$ cat src/rtl/gpio_chg_pkg.sv
package gpio_chg_pkg;
  localparam int ADDR_W = 3;
  localparam logic [ADDR_W-1:0] A_PORT  = 3'd0;
  localparam logic [ADDR_W-1:0] A_LATCH = 3'd1;
  localparam logic [ADDR_W-1:0] A_DIR   = 3'd2;
  localparam logic [ADDR_W-1:0] A_ANSEL = 3'd3;
  localparam logic [ADDR_W-1:0] A_CTRL  = 3'd4;
  localparam int C_FLAG = 0;
  localparam int C_IEN  = 1;
  localparam int C_PUN  = 7;
endpackage

$ cat src/rtl/gpio_sync.sv
module gpio_sync #(
  parameter int W      = 8,
  parameter int STAGES = 2
) (
  input  logic         clk,
  input  logic         rst_n,
  input  logic [W-1:0] d,
  output logic [W-1:0] q
);
  logic [W-1:0] chain [STAGES];

  generate
    for (genvar s = 0; s < STAGES; s++) begin : g_stage
      always_ff @(posedge clk or negedge rst_n) begin
        if (!rst_n) chain[s] <= '0;
        else if (s == 0) chain[s] <= d;
        else chain[s] <= chain[(s == 0) ? 0 : s-1];
      end
    end
  endgenerate

  assign q = chain[STAGES-1];
endmodule

$ cat src/rtl/gpio_chg_detect.sv
module gpio_chg_detect #(
  parameter int N = 4
) (
  input  logic         clk,
  input  logic         rst_n,
  input  logic [N-1:0] pin_s,
  input  logic [N-1:0] is_in,
  input  logic         snap_ld,
  input  logic         clr_req,
  output logic         mism,
  output logic         flag
);
  logic [N-1:0] snap;

  always_ff @(posedge clk or negedge rst_n) begin
    if (!rst_n) snap <= '0;
    else if (snap_ld) snap <= pin_s;
  end

  assign mism = |((pin_s ^ snap) & is_in);

  always_ff @(posedge clk or negedge rst_n) begin
    if (!rst_n) flag <= 1'b0;
    else if (mism) flag <= 1'b1;
    else if (clr_req) flag <= 1'b0;
  end


  mism_holds_flag_chk: assert property (@(posedge clk) disable iff (!rst_n)
    mism |=> flag);

  clear_takes_chk: assert property (@(posedge clk) disable iff (!rst_n)
    (clr_req && !mism) |=> !flag);

  set_needs_mism_chk: assert property (@(posedge clk) disable iff (!rst_n)
    $rose(flag) |-> $past(mism));
endmodule

$ cat src/rtl/gpio_pad_ctrl.sv
module gpio_pad_ctrl #(
  parameter int W   = 8,
  parameter int ANA = 5
) (
  input  logic           dir_in,
  input  logic [W-1:0]   dir,
  input  logic [W-1:0]   latch,
  input  logic           pu_n,
  input  logic [ANA-1:0] ansel,
  output logic [W-1:0]   pad_oe,
  output logic [W-1:0]   pad_out,
  output logic [W-1:0]   pad_pu,
  output logic [ANA-1:0] pad_ana
);
  generate
    for (genvar i = 0; i < W; i++) begin : g_pin
      assign pad_oe[i]  = ~dir[i] & dir_in;
      assign pad_out[i] = latch[i];
      assign pad_pu[i]  = ~pu_n & dir[i];
    end
  endgenerate
  assign pad_ana = ansel;
endmodule

$ cat src/rtl/gpio_chg_port.sv
module gpio_chg_port
  import gpio_chg_pkg::*;
#(
  parameter int W       = 8,
  parameter int CHG_LO  = 4,
  parameter int ANA     = 5,
  parameter int SYNC_ST = 2
) (
  input  logic           clk,
  input  logic           rst_n,
  input  logic           bus_sel,
  input  logic           bus_wr,
  input  logic [2:0]     bus_addr,
  input  logic [W-1:0]   bus_wdata,
  output logic [W-1:0]   bus_rdata,
  output logic           bus_rvalid,
  input  logic [W-1:0]   pin_in,
  output logic [W-1:0]   pad_oe,
  output logic [W-1:0]   pad_out,
  output logic [W-1:0]   pad_pu,
  output logic [ANA-1:0] pad_ana,
  output logic           irq
);
  localparam int CHG_N = W - CHG_LO;

  logic [W-1:0]   dir_q, latch_q, pin_s, ana_mask, rd_mux;
  logic [ANA-1:0] ansel_q;
  logic           ien_q, pun_q, flag, mism;
  logic           wr_en, rd_en, port_acc, clr_req;
  logic           unused_wbits;

  assign wr_en    = bus_sel & bus_wr;
  assign rd_en    = bus_sel & ~bus_wr;
  assign port_acc = bus_sel & (bus_addr == A_PORT);
  assign clr_req  = wr_en & (bus_addr == A_CTRL) & ~bus_wdata[C_FLAG];
  assign unused_wbits = ^bus_wdata[C_PUN-1:C_IEN+1];

  gpio_sync #(.W(W), .STAGES(SYNC_ST)) u_sync (
    .clk(clk), .rst_n(rst_n), .d(pin_in), .q(pin_s)
  );

  gpio_chg_detect #(.N(CHG_N)) u_chg (
    .clk(clk), .rst_n(rst_n),
    .pin_s(pin_s[W-1:CHG_LO]), .is_in(dir_q[W-1:CHG_LO]),
    .snap_ld(port_acc), .clr_req(clr_req),
    .mism(mism), .flag(flag)
  );

  gpio_pad_ctrl #(.W(W), .ANA(ANA)) u_pad (
    .dir_in(1'b1), .dir(dir_q), .latch(latch_q), .pu_n(pun_q), .ansel(ansel_q),
    .pad_oe(pad_oe), .pad_out(pad_out), .pad_pu(pad_pu), .pad_ana(pad_ana)
  );

  always_ff @(posedge clk or negedge rst_n) begin
    if (!rst_n) begin
      dir_q   <= '1;
      latch_q <= '0;
      ansel_q <= '1;
      ien_q   <= 1'b0;
      pun_q   <= 1'b1;
    end else if (wr_en) begin
      case (bus_addr)
        A_PORT, A_LATCH: latch_q <= bus_wdata;
        A_DIR:   dir_q   <= bus_wdata;
        A_ANSEL: ansel_q <= bus_wdata[ANA-1:0];
        A_CTRL: begin
          ien_q <= bus_wdata[C_IEN];
          pun_q <= bus_wdata[C_PUN];
        end
        default: ;
      endcase
    end
  end

  assign ana_mask = {{(W-ANA){1'b0}}, ansel_q};

  always_comb begin
    rd_mux = '0;
    case (bus_addr)
      A_PORT:  rd_mux = pin_s & ~ana_mask;
      A_LATCH: rd_mux = latch_q;
      A_DIR:   rd_mux = dir_q;
      A_ANSEL: rd_mux = ana_mask;
      A_CTRL: begin
        rd_mux[C_FLAG] = flag;
        rd_mux[C_IEN]  = ien_q;
        rd_mux[C_PUN]  = pun_q;
      end
      default: rd_mux = '0;
    endcase
  end

  always_ff @(posedge clk or negedge rst_n) begin
    if (!rst_n) begin
      bus_rdata  <= '0;
      bus_rvalid <= 1'b0;
    end else begin
      bus_rvalid <= rd_en;
      if (rd_en) bus_rdata <= rd_mux;
    end
  end

  assign irq = flag & ien_q;


  rvalid_follows_chk: assert property (@(posedge clk) disable iff (!rst_n)
    rd_en |=> bus_rvalid);

  latch_load_chk: assert property (@(posedge clk) disable iff (!rst_n)
    (wr_en && (bus_addr == A_LATCH || bus_addr == A_PORT)) |=> pad_out == $past(bus_wdata));

  pu_off_for_out_chk: assert property (@(posedge clk) disable iff (!rst_n)
    (pad_pu & pad_oe) == '0);
endmodule

$ cat config.mk
export PLATFORM = sky130hd
export DESIGN_NAME = gpio_chg_port
export DESIGN_NICKNAME = d
export VERILOG_FILES = /design/src/rtl/gpio_chg_pkg.sv /design/src/rtl/gpio_sync.sv /design/src/rtl/gpio_chg_detect.sv /design/src/rtl/gpio_pad_ctrl.sv /design/src/rtl/gpio_chg_port.sv
export SDC_FILE = /design/constraint.sdc
export NUM_CORES = 1
export LEC_CHECK = 0
export ABC_AREA = 1
export BUFFER_PORTS_ARGS = -buffer_cell sky130_fd_sc_hd__buf_2
export CORE_UTILIZATION = 59
export CTS_BUF_LIST = sky130_fd_sc_hd__clkbuf_8
export DETAILED_ROUTE_END_ITERATION = 12
export PLACE_DENSITY = 0.88
export SLEW_MARGIN = 15
export SYNTH_ARGS = -nofsm -noshare
export SYNTH_HDL_FRONTEND = slang
export SYNTH_SLANG_ARGS = --single-unit
$ cat constraint.sdc
create_clock -name clk -period 3.35 [get_ports clk]
set_clock_uncertainty 0.1 [all_clocks]
set_input_delay 0.335 -clock clk [delete_from_list [all_inputs] [get_ports clk]]
set_output_delay 0.335 -clock clk [all_outputs]
set_load 0.02 [all_outputs]
==> impl_metrics.py <==
metrics = {
    "run_status": {
        "status": "complete, no violations",
    },
    "yosys": {
        "yosys_register_bits": 53,
        "synth_nets": 290,
        "yosysSeqAreaShare_pct": 55.3,
        "avgSynthCellArea_um2": 9.11,
        "synth-main-ff-cell": "dfrtp_1",
        "synthTopCellsByArea": "dfrtp_1 40%, dfstp_2 15%, nand2_1 12%",
        "ys_types": 27,
        "synth_cells": 267,
        "synth_edf_count": 0,
        "yosysTopAreaCell": "dfrtp_1",
        "mappedNetlistArea_mm2": 0.00243,
        "yosysWarnings": 0,
        "synth_top_area_share_pct": 40.1,
        "yosys-top-cells-count": "79 x nand2_1, 39 x dfrtp_1, 33 x nor2_1",
        "synth.most_common_cell": "nand2_1",
        "async_flop_share_pct": 100,
    },
    "power_and_ir_drop": {
        "ir_drop_v": 0.000413,
        "p_leak_uw": 0.00155,
        "p_per_area_mw_per_mm2": 581,
    },
    "routing": {
        "initialDrtViolationCount": 170,
        "drt_wl_total_um": 5190,
        "post_drt_wl_per_cell_um": 13.6,
        "routed-via-count": 2024,
        "remaining_drc_errors": 0,
        "drtPass1Iterations": 4,
        "avgViaCountPerCell": 5.30,
        "antenna_left": 0,
    },
    "die": {
        "core_area_mm2": 0.00380,
        "row_count": 22,
        "start_util_pct": 64.0,
        "io_pins": 62,
        "dieWidth_um": 66.2,
        "die_h_um": 66.2,
        "die_area_mm2": 0.00438,
    },
    "sta": {
        "holdWs_ns": 0.0265,
        "rsz0062_at_grt": "no",
        "maxSlewHeadroom_pct": 69.7,
        "post-route-period-util_pct": 50.1,
        "finalSetupViolations": 0,
        "maxSlewViolCount": 0,
        "worstMarginPinSlew_ns": 0.454,
        "fin_crit_ns": 1.68,
        "max_freq_ghz": 0.596,
        "fin_tns_setup_ns": 0,
        "hold_violations": 0,
    },
    "final_layout": {
        "drive_gt1_share_pct": 33.8,
        "n_antenna_cell": 0,
        "fin_nets": 356,
        "fin_cells": 382,
        "syn_to_final_growth_pct": 18.6,
        "n_fill_cell": 266,
    },
    "flow_run": {
        "cap_violations": 0,
    },
    "worst_setup_path": {
        "slowest_delay_ns": 0.68,
        "cp-start-kind": "flip-flop",
        "worst_path_dominant_cell_family": "flip-flops",
        "worstPathRequired_ns": 2.91,
        "crit_fanout": 10,
        "crit_type": "flip-flop to output pin",
        "cpMaxStageDelayCell": "dfstp_2",
        "crit_arrival_ns": 1.24,
        "crit_buf_inv": 1,
        "worstPathCellList": "nor2_1 > buf_2",
        "worstSetupEndpointType": "output pin",
    },
    "placed_design": {
        "place_inst": 371,
        "dp_hpwl_um": 3790,
        "place.gp.congestion": 0.876,
        "io_buffers": 61,
    },
    "clock_tree": {
        "numCtsBuffers": 5,
        "cts.sinks": 53,
        "cts_root_buffer": "clkbuf_8",
        "clk_pin_slew_ns": 0.10,
        "htree_levels": 2,
        "clock_latency_ns": 0.31,
        "cts_resized": 0,
        "ctsLongestPathBuffers": 2,
        "tritoncts": "yes",
    },
    "global_route": {
        "overflow": 0,
        "grt_usage_pct": 26.9,
        "grt_pass1_wl_um": 8550,
        "grt_pass1_vias": 1834,
        "grt_antenna_before_repair": 0,
        "grt_start_max_net_pins": 51,
    },
    "hold_path": {
        "hp-class": "input pin to flip-flop",
    },
}
[cell type report]
class / instances / area, um^2 / area share (%)
clock inverters: 3 / 38.8 / 1.35
flip-flops and latches: 53 / 1340 / 46.6
well taps: 48 / 60.1 / 2.08
clock buffers: 5 / 68.8 / 2.39
repair buffers: 65 / 353 / 12.2
inverters: 36 / 136 / 4.73
multi-input cells: 172 / 882 / 30.6
[through the flow]
stage	cell area [um^2]	power, uW	utilization [%]	setup WS (ns)
2_1_floorplan	2430	1100	-	1.98
3_3_place_gp	2740	1250	72.0	1.88
3_5_place_dp	2740	1260	72.0	1.80
4_1_cts	2840	1670	74.8	1.67
5_1_grt	2880	1770	75.9	1.61
6_report	2880	1680	75.9	1.67
[placed cells by master (no fill, tap or decap)]
master / count
nand2_8: 1
nand2_4: 1
nand4_1: 5
nand4_4: 1
nand3_1: 11
o21ai_2: 13
clkbuf_8: 5
buf_12: 1
buf_4: 1
nand2_1: 79
clkinv_2: 2
o21ai_0: 13
inv_2: 5
xnor2_1: 1
a21oi_1: 3
dlygate4sd3_1: 2
nand3_4: 3
nand3_2: 1
nor2_4: 1
dfrtp_1: 39
buf_2: 61
dfstp_2: 14
nor2_1: 33
o21ai_1: 4
bufinv_16: 1
nor2_8: 1
nor2_2: 1
inv_1: 31
[layer usage]
layer | vias to the layer above | track usage, % | wire (um)
li1 | 967 | - | -
met1 | 954 | 34.4 | 2190
met2 | 87 | 42.1 | 2530
met3 | 16 | 7.24 | 327
met4 | 0 | 13.0 | 147
met5 | - | 0 | 0
[path summary, 6_finish.rpt]
check,startpoint,to,slack (ns),cells past startpoint
worst max-delay path,pun_q,pad_pu[1],1.67,2
worst min-delay path,pin_in[1],u_sync.chain[9],0.03,1
worst max register to register,ansel_q[2],bus_rdata[2],2.17,7
worst min register to register,u_sync.chain[13],u_sync.q[5],0.25,0
max in group asynchronous,rst_n,dir_q[2],2.01,4
min in group asynchronous,rst_n,u_sync.q[1],0.40,2
[cells by family after synthesis]
family          after synthesis  synth area share (%)
flops                        53                  55.3
buf+inv                      42                  8.44
compound gates               33                  8.80
xor+xnor                      1                 0.360
simple gates                138                  27.1
[report_power, final]
group	internal (uW)	total, uW	switching (uW)
Combinational	145	433	288
Sequential	753	826	72.3
Clock	219	417	198
Total	1120	1680	559
[state kept, by name (all words and copies together) (netlist names)]
signal / flops
ansel_q: 5
bus_rdata: 8
bus_rvalid: 1
dir_q: 8
ien_q: 1
latch_q: 8
pun_q: 1
u_chg.flag: 1
u_chg.snap: 4
u_sync.chain: 8
u_sync.q: 8
[repair_timing]
item | in CTS | in global routing
setup buffers | 0 | 0
hold buffers | 0 | 2
endpoints found under the hold margin | 0 | 16
Note: power is estimated with default switching activity, not from simulation.
